File: src/rtl/sfg_pkg.sv
package sfg_pkg;
  typedef enum logic {
    FS_IDLE = 1'b0,
    FS_RUN  = 1'b1
  } fs_state_e;
endpackage

File: src/rtl/sfg_cfg_latch.sv
module sfg_cfg_latch #(
  parameter int DIV_W = 8,
  parameter int FRM_W = 8
) (
  input  logic             clk_i,
  input  logic             rst_ni,
  input  logic             load_i,
  input  logic [DIV_W-1:0] div_i,
  input  logic [FRM_W-1:0] per_i,
  input  logic [FRM_W-1:0] wid_i,
  output logic [DIV_W-1:0] div_o,
  output logic [FRM_W-1:0] per_o,
  output logic [FRM_W-1:0] wid_o
);
  always_ff @(posedge clk_i or negedge rst_ni) begin
    if (!rst_ni) begin
      div_o <= '0;
      per_o <= '0;
      wid_o <= '0;
    end else if (load_i) begin
      div_o <= div_i;
      per_o <= per_i;
      wid_o <= wid_i;
    end
  end
endmodule

File: src/rtl/sfg_clk_div.sv
module sfg_clk_div #(
  parameter int DIV_W = 8
) (
  input  logic             clk_i,
  input  logic             rst_ni,
  input  logic             en_i,
  input  logic [DIV_W-1:0] div_i,
  output logic             run_o,
  output logic             last_o,
  output logic             sclk_o,
  output logic             rise_o
);
  localparam int HW = DIV_W + 1;

  logic             run_q;
  logic [DIV_W-1:0] cnt_q;
  logic [HW-1:0]    ratio;
  logic [HW-1:0]    half;

  // high phase is floor(ratio/2): the shorter phase for odd ratios
  assign ratio = {1'b0, div_i} + {{DIV_W{1'b0}}, 1'b1};
  assign half  = ratio >> 1;

  always_ff @(posedge clk_i or negedge rst_ni) begin
    if (!rst_ni) begin
      run_q <= 1'b0;
      cnt_q <= '0;
    end else begin
      run_q <= en_i;
      if (!run_q || cnt_q == div_i) cnt_q <= '0;
      else                          cnt_q <= cnt_q + 1'b1;
    end
  end

  assign run_o  = run_q;
  assign last_o = run_q && (cnt_q == div_i);
  assign rise_o = run_q && (cnt_q == '0);
  assign sclk_o = run_q && ((div_i == '0) || ({1'b0, cnt_q} < half));

  assert_cnt_bound_R2: assert property (@(posedge clk_i) disable iff (!rst_ni)
    cnt_q <= div_i);
endmodule

File: src/rtl/sfg_frame_gen.sv
module sfg_frame_gen
  import sfg_pkg::*;
#(
  parameter int FRM_W = 8
) (
  input  logic             clk_i,
  input  logic             rst_ni,
  input  logic             run_i,
  input  logic             en_i,
  input  logic             last_i,
  input  logic [FRM_W-1:0] per_i,
  input  logic [FRM_W-1:0] wid_i,
  output logic             bnd_o,
  output logic             fsync_o
);
  fs_state_e        st_q;
  logic [FRM_W-1:0] fcnt_q;

  always_ff @(posedge clk_i or negedge rst_ni) begin
    if (!rst_ni) begin
      st_q   <= FS_IDLE;
      fcnt_q <= '0;
    end else if (!run_i || !en_i) begin
      st_q   <= FS_IDLE;
      fcnt_q <= '0;
    end else if (last_i) begin
      if (st_q == FS_IDLE) begin
        st_q   <= FS_RUN;
        fcnt_q <= '0;
      end else if (fcnt_q == per_i) begin
        fcnt_q <= '0;
      end else begin
        fcnt_q <= fcnt_q + 1'b1;
      end
    end
  end

  // frame boundary: end of last bit-clock period of a frame, or any period while idle
  assign bnd_o   = last_i && ((st_q == FS_IDLE) || (fcnt_q == per_i));
  assign fsync_o = run_i && (st_q == FS_RUN) && (fcnt_q <= wid_i);

  assert_fcnt_bound_R4: assert property (@(posedge clk_i) disable iff (!rst_ni)
    fcnt_q <= per_i);
  assert_idle_zero_R6: assert property (@(posedge clk_i) disable iff (!rst_ni)
    (st_q == FS_IDLE) |-> (fcnt_q == '0));
endmodule

File: src/rtl/sfg_top.sv
module sfg_top #(
  parameter int DIV_W = 8,
  parameter int FRM_W = 8
) (
  input  logic             clk_i,
  input  logic             rst_ni,
  input  logic             clk_en_i,
  input  logic             fs_en_i,
  input  logic [DIV_W-1:0] div_i,
  input  logic [FRM_W-1:0] per_i,
  input  logic [FRM_W-1:0] wid_i,
  output logic             sclk_o,
  output logic             sclk_rise_o,
  output logic             fsync_o
);
  logic             run_w;
  logic             last_w;
  logic             bnd_w;
  logic             load_w;
  logic [DIV_W-1:0] div_q;
  logic [FRM_W-1:0] per_q;
  logic [FRM_W-1:0] wid_q;

  assign load_w = !run_w || bnd_w;

  sfg_cfg_latch #(.DIV_W(DIV_W), .FRM_W(FRM_W)) i_cfg (
    .clk_i  (clk_i),
    .rst_ni (rst_ni),
    .load_i (load_w),
    .div_i  (div_i),
    .per_i  (per_i),
    .wid_i  (wid_i),
    .div_o  (div_q),
    .per_o  (per_q),
    .wid_o  (wid_q)
  );

  sfg_clk_div #(.DIV_W(DIV_W)) i_div (
    .clk_i  (clk_i),
    .rst_ni (rst_ni),
    .en_i   (clk_en_i),
    .div_i  (div_q),
    .run_o  (run_w),
    .last_o (last_w),
    .sclk_o (sclk_o),
    .rise_o (sclk_rise_o)
  );

  sfg_frame_gen #(.FRM_W(FRM_W)) i_frm (
    .clk_i   (clk_i),
    .rst_ni  (rst_ni),
    .run_i   (run_w),
    .en_i    (fs_en_i),
    .last_i  (last_w),
    .per_i   (per_q),
    .wid_i   (wid_q),
    .bnd_o   (bnd_w),
    .fsync_o (fsync_o)
  );

  assert_idle_outputs_R1: assert property (@(posedge clk_i) disable iff (!rst_ni)
    !clk_en_i |=> (!sclk_o && !sclk_rise_o && !fsync_o));
  assert_rise_high_R3: assert property (@(posedge clk_i) disable iff (!rst_ni)
    sclk_rise_o |-> sclk_o);
  assert_fs_off_R6: assert property (@(posedge clk_i) disable iff (!rst_ni)
    !fs_en_i |=> !fsync_o);
  assert_fs_start_R8: assert property (@(posedge clk_i) disable iff (!rst_ni)
    $rose(fsync_o) |-> sclk_rise_o);
  assert_fs_end_R8: assert property (@(posedge clk_i) disable iff (!rst_ni)
    $fell(fsync_o) |-> (sclk_rise_o || !$past(fs_en_i) || !$past(clk_en_i)));
  assert_cfg_hold_R7: assert property (@(posedge clk_i) disable iff (!rst_ni)
    (run_w && !bnd_w) |=> $stable(per_q) && $stable(wid_q) && $stable(div_q));
endmodule

File: config.mk
export PLATFORM = sky130hd
export DESIGN_NAME = sfg_top
export DESIGN_NICKNAME = d
export VERILOG_FILES = /design/src/rtl/sfg_pkg.sv /design/src/rtl/sfg_cfg_latch.sv /design/src/rtl/sfg_clk_div.sv /design/src/rtl/sfg_frame_gen.sv /design/src/rtl/sfg_top.sv
export SDC_FILE = /design/constraint.sdc
export NUM_CORES = 1
export LEC_CHECK = 0
export CORE_ASPECT_RATIO = 1.4
export CORE_MARGIN = 10
export CORE_UTILIZATION = 56
export CTS_CLUSTER_DIAMETER = 100
export DETAILED_ROUTE_END_ITERATION = 10
export GPL_TIMING_DRIVEN = 0
export MAX_ROUTING_LAYER = met4
export PLACE_DENSITY_LB_ADDON = 0.1
export SLEW_MARGIN = 20
export SYNTH_ARGS = -nofsm -noshare
export SYNTH_HDL_FRONTEND = slang
export SYNTH_SLANG_ARGS = --single-unit
File: constraint.sdc
create_clock -name clk_i -period 2.78 [get_ports clk_i]
set_input_delay 0.556 -clock clk_i [delete_from_list [all_inputs] [get_ports clk_i]]
set_output_delay 0.556 -clock clk_i [all_outputs]
set_load 0.01 [all_outputs]
==> impl_summary.md <==
Clock tree
The count of H-tree levels built during CTS is 2. Clock tree synthesis found a total of 42 sinks. The buffer type at the clock tree root is sky130_fd_sc_hd__clkbuf_8. The clock transition at the registers of the reported paths is 0.08 ns. The number of clock buffers added by TritonCTS is 5.

In this run, post-CTS hold repair placed 0 buffers. The clock passes through at most 2 buffers. The TritonCTS clock tree is yes. The later pin in the worst-skew pair is clocked with a latency of 0.29 ns.

Worst setup path
At the worst endpoint, the required time is 2.22 ns. The endpoint arrival time on the critical path is 2.26 ns. The setup slack of the worst register-to-register path is 0.27 ns.

The endpoint of the worst register-to-register path is i_cfg.wid_o[5]. In this run the critical register-to-register path is launched from i_cfg.div_o[2]. Walking the worst path, the cells encountered are inv_1, nor3_4, nand4_1, xor2_1, ha_1, a21o_1, a21oi_2, a22oi_1, a21oi_1, buf_2. Counting both buffers and inverters, the worst setup path holds a total of 2. The cell at the slowest stage of the critical path is sky130_fd_sc_hd__dfrtp_1. The critical path class is flip-flop to primary output. The number of cells traversed by the worst register-to-register path is 8.

The worst setup path is captured at a primary output. In this design, the stage delay of the slowest critical-path cell is 0.42 ns. The worst setup path is launched from a flip-flop. The critical path's top delay family is compound AO/OA/AOI/OAI gates. The maximum fanout along the worst path is 5.

Global routing
The via count of the first global-routing pass is 2144. In the global route stage, overall resource usage came out at 16.48%. The global-route wire length before repair is 10160 µm.

The final global-route overflow total is 0. The number of antenna violations at the first check in global routing is 0. The largest net degree at the start of global routing is 23.

Synthesis
Summed over all instances, the cell type with the most area after synthesis is sky130_fd_sc_hd__dfrtp_1. The count of flip-flops with a built-in enable after synthesis is 0. The mean cell area of the mapped netlist is 11.10 µm². The portion of synthesized cell area occupied by the leading cell type is 39.94%. In this run the cell area of the synthesized design comes to 2631 µm². Among all cell types in the netlist, the one instantiated most often is sky130_fd_sc_hd__dfrtp_1.

Synthesis handed over a netlist of 237 instances. The total of flip-flops plus latches after synthesis is 42. The number of library cell types mapped by synthesis is 37. For this run, the number of Yosys warnings is 0. By area the synthesized netlist is led by sky130_fd_sc_hd__dfrtp_1, sky130_fd_sc_hd__mux2_4, sky130_fd_sc_hd__ha_1, sky130_fd_sc_hd__xor2_1, sky130_fd_sc_hd__a22o_1. Counting flops with an async set or reset pin after synthesis yields a share of 100.0%. The most common flop cell mapped by yosys is sky130_fd_sc_hd__dfrtp_1.

By count the netlist is led by sky130_fd_sc_hd__dfrtp_1, sky130_fd_sc_hd__xor2_1, sky130_fd_sc_hd__ha_1, sky130_fd_sc_hd__mux2_4, sky130_fd_sc_hd__nor2_1. The share of the Yosys chip area taken by registers is 39.94%. The net count of the mapped netlist is 285.

Pwr
Dividing total power by cell area gives a power density of 435.7 nW/µm². The leakage power figure is 0.001557 µW. Across the VDD grid, the largest voltage drop is 0.0002617 V. The power share of the combinational group is 21.8%. The internal power of the cells totals 1020 µW. The power share of the clock group is 28.3%.

The completed layout was analyzed and its total power is 1394 µW. In this run the power spent charging and discharging nets is 374.1 µW. The power share of the sequential group is 50.0%. Net switching is 26.83% of the power.

Timing
The setup-violating endpoint count in the final report is 1. The worst pin sits at a relative slew slack of 62.38%. For the pin with the worst max-slew slack, the measured transition is 0.5642 ns. Adding up every negative setup slack in the final design gives -0.03535 ns. Based on the critical path, the design can be clocked at up to 355.2 MHz. After layout, the worst path uses 101.3% of the clock period. After layout, the minimum clock period comes to 2.815 ns. After layout, the worst setup slack is -0.03535 ns. The number of slew-limit violations in the final report came to 0. Setup repair after global routing could not meet its margin everywhere. On the final layout, the worst clock skew is 0.006404 ns.

The final-report hold violation count is 0.

Cells and area
The number of inserted filler cells in the final layout is 348. The net count of the finished layout is 330. The final instance area is 3201 µm². The end-of-flow core utilization is 70.57%. Cells with a size suffix above 1 make up 22.06% of the layout. The area added between synthesis and finish is 21.64%. 0 antenna diodes ended up in the layout.

Status
The checks that failed: setup timing. The flow ran to the end, but the final reports show violations.

Routing
Before antenna repair, the detailed router went through 4 iterations. The number of vias per cell after detailed routing is 5.595. In this run, the number of DRC markers left after iteration 0 of detailed routing was 109.

The remaining antenna violation count is 0. The overall routed net length is 5932 µm. The total number of vias is 1919.

Dividing the detail-routed wire length by the instance count gives 17.29 µm. After detailed routing, the number of remaining DRC violations is 0.

Placement
Input and output buffers added on the ports amount to 30. The final RePlAce weighted congestion is 0.8719. The placed wire-length estimate after detailed placement is 4350 µm. The placed cell area is 3032 µm². Timing analysis after detailed placement gives a worst setup slack of -0.3041 ns.

Floorplanning
The total area inside the core boundary comes to 4536 µm². The height of the chip is 101.1 µm. Once the floorplan was initialized, standard cells occupied 58.01% of the core. The row count is 29. 31 I/O pins were placed. The floorplan step set the die width to 77.93 µm. The die covers 7879 µm².

Job
The max-cap violation count is 0.

Min path
The path class of the tightest hold or removal check is input port to async pin.
[flip-flops by register name, summed over array words and instances (netlist names)]
signal,flops
i_cfg.per_o,8
i_div.run_o,1
i_cfg.wid_o,8
i_frm.fcnt_q,8
i_cfg.div_o,8
i_frm.st_q,1
i_div.cnt_q,8
[layer usage]
metal	vias to the layer above	wire length (µm)	track usage (%)
met2	38	3466	31.54
li1	917	-	-
met3	7	177	3.304
met5	-	0	-
met1	957	2202	15.91
met4	0	86	5.809
[area by class of cell]
type	count	area (µm²)	area share, %
clock buffer	6	82.58	2.580
multi-input combinational	174	1489	46.52
tap	62	77.57	2.424
sequential	42	1055	32.96
buffer	7	68.82	2.150
inverter	13	48.80	1.525
timing repair buffer	39	379.1	11.85
[logic make-up (layout without fill, tap and decap cells)]
family                     Yosys count  after routing  synth area share, %
xor gates and xnor gates            29             29                9.653
and+or+nand+nor                     70             70                14.17
DFF                                 42             42                39.94
AOI/OAI and AO/OA                   31             31                8.987
muxes                               24             24                13.12
adders and majority gates           20             20                9.510
buffers and inverters               21             65                4.613
[per-stage QoR]
| step | hold slack, ns | std cells |
|---|---|---|
| global placement | 0.4966 | 329 |
| floorplan | 0.2604 | 237 |
| global route | 0.2812 | 343 |
| CTS | 0.2635 | 343 |
| detailed placement | 0.4993 | 330 |
| finish | 0.2471 | 343 |
[power groups by stage]
stage | clock network [µW] | registers, µW | logic, µW
6_report | 394 | 697 | 304
5_1_grt | 427 | 702 | 332
4_1_cts | 397 | 693 | 307
3_5_place_dp | 0 | 706 | 282
3_3_place_gp | 0 | 704 | 269
2_1_floorplan | 0 | 692 | 188
[placed cells by master (no fill, tap or decap), types with 9 or more instances in the layout]
master,Yosys,routed
sky130_fd_sc_hd__dfrtp_1,42,39
sky130_fd_sc_hd__clkdlybuf4s50_1,0,26
sky130_fd_sc_hd__xor2_1,25,25
sky130_fd_sc_hd__mux2_4,20,20
sky130_fd_sc_hd__ha_1,20,20
sky130_fd_sc_hd__nor2_1,15,14
sky130_fd_sc_hd__inv_1,13,12
sky130_fd_sc_hd__nand2_1,13,12
sky130_fd_sc_hd__a22o_1,10,10
sky130_fd_sc_hd__nand3_1,10,9
[worst register-to-register path, cell delays in order (launching register included)]
cell,delay (ns)
sky130_fd_sc_hd__dfrtp_1,0.38
sky130_fd_sc_hd__buf_6,0.12
sky130_fd_sc_hd__buf_4,0.15
sky130_fd_sc_hd__xor2_1,0.15
sky130_fd_sc_hd__nor4_2,0.50
sky130_fd_sc_hd__nand2_2,0.18
sky130_fd_sc_hd__a22oi_4,0.40
sky130_fd_sc_hd__buf_12,0.20
sky130_fd_sc_hd__mux2_4,0.31
[how the worst max path moves through the flow]
stage | start | end | slack [ns] | depth (start not counted)
floorplan | i_cfg.div_o[0] | sclk_o | 0.40 | 9
global placement | i_cfg.div_o[0] | sclk_o | -0.33 | 10
detailed placement | i_cfg.div_o[0] | sclk_o | -0.30 | 10
CTS | i_cfg.div_o[1] | sclk_o | -0.07 | 10
global route | i_cfg.div_o[2] | sclk_o | -0.13 | 11
finish | i_cfg.div_o[0] | sclk_o | -0.04 | 10
[timing repair]
item / in CTS / in global routing
buffers inserted: 7 / 1
pin swaps: 6 / 5
endpoints found under the setup margin: 2 / 2
resized for setup: 12 / 5
(Power assumes the default switching activity.)
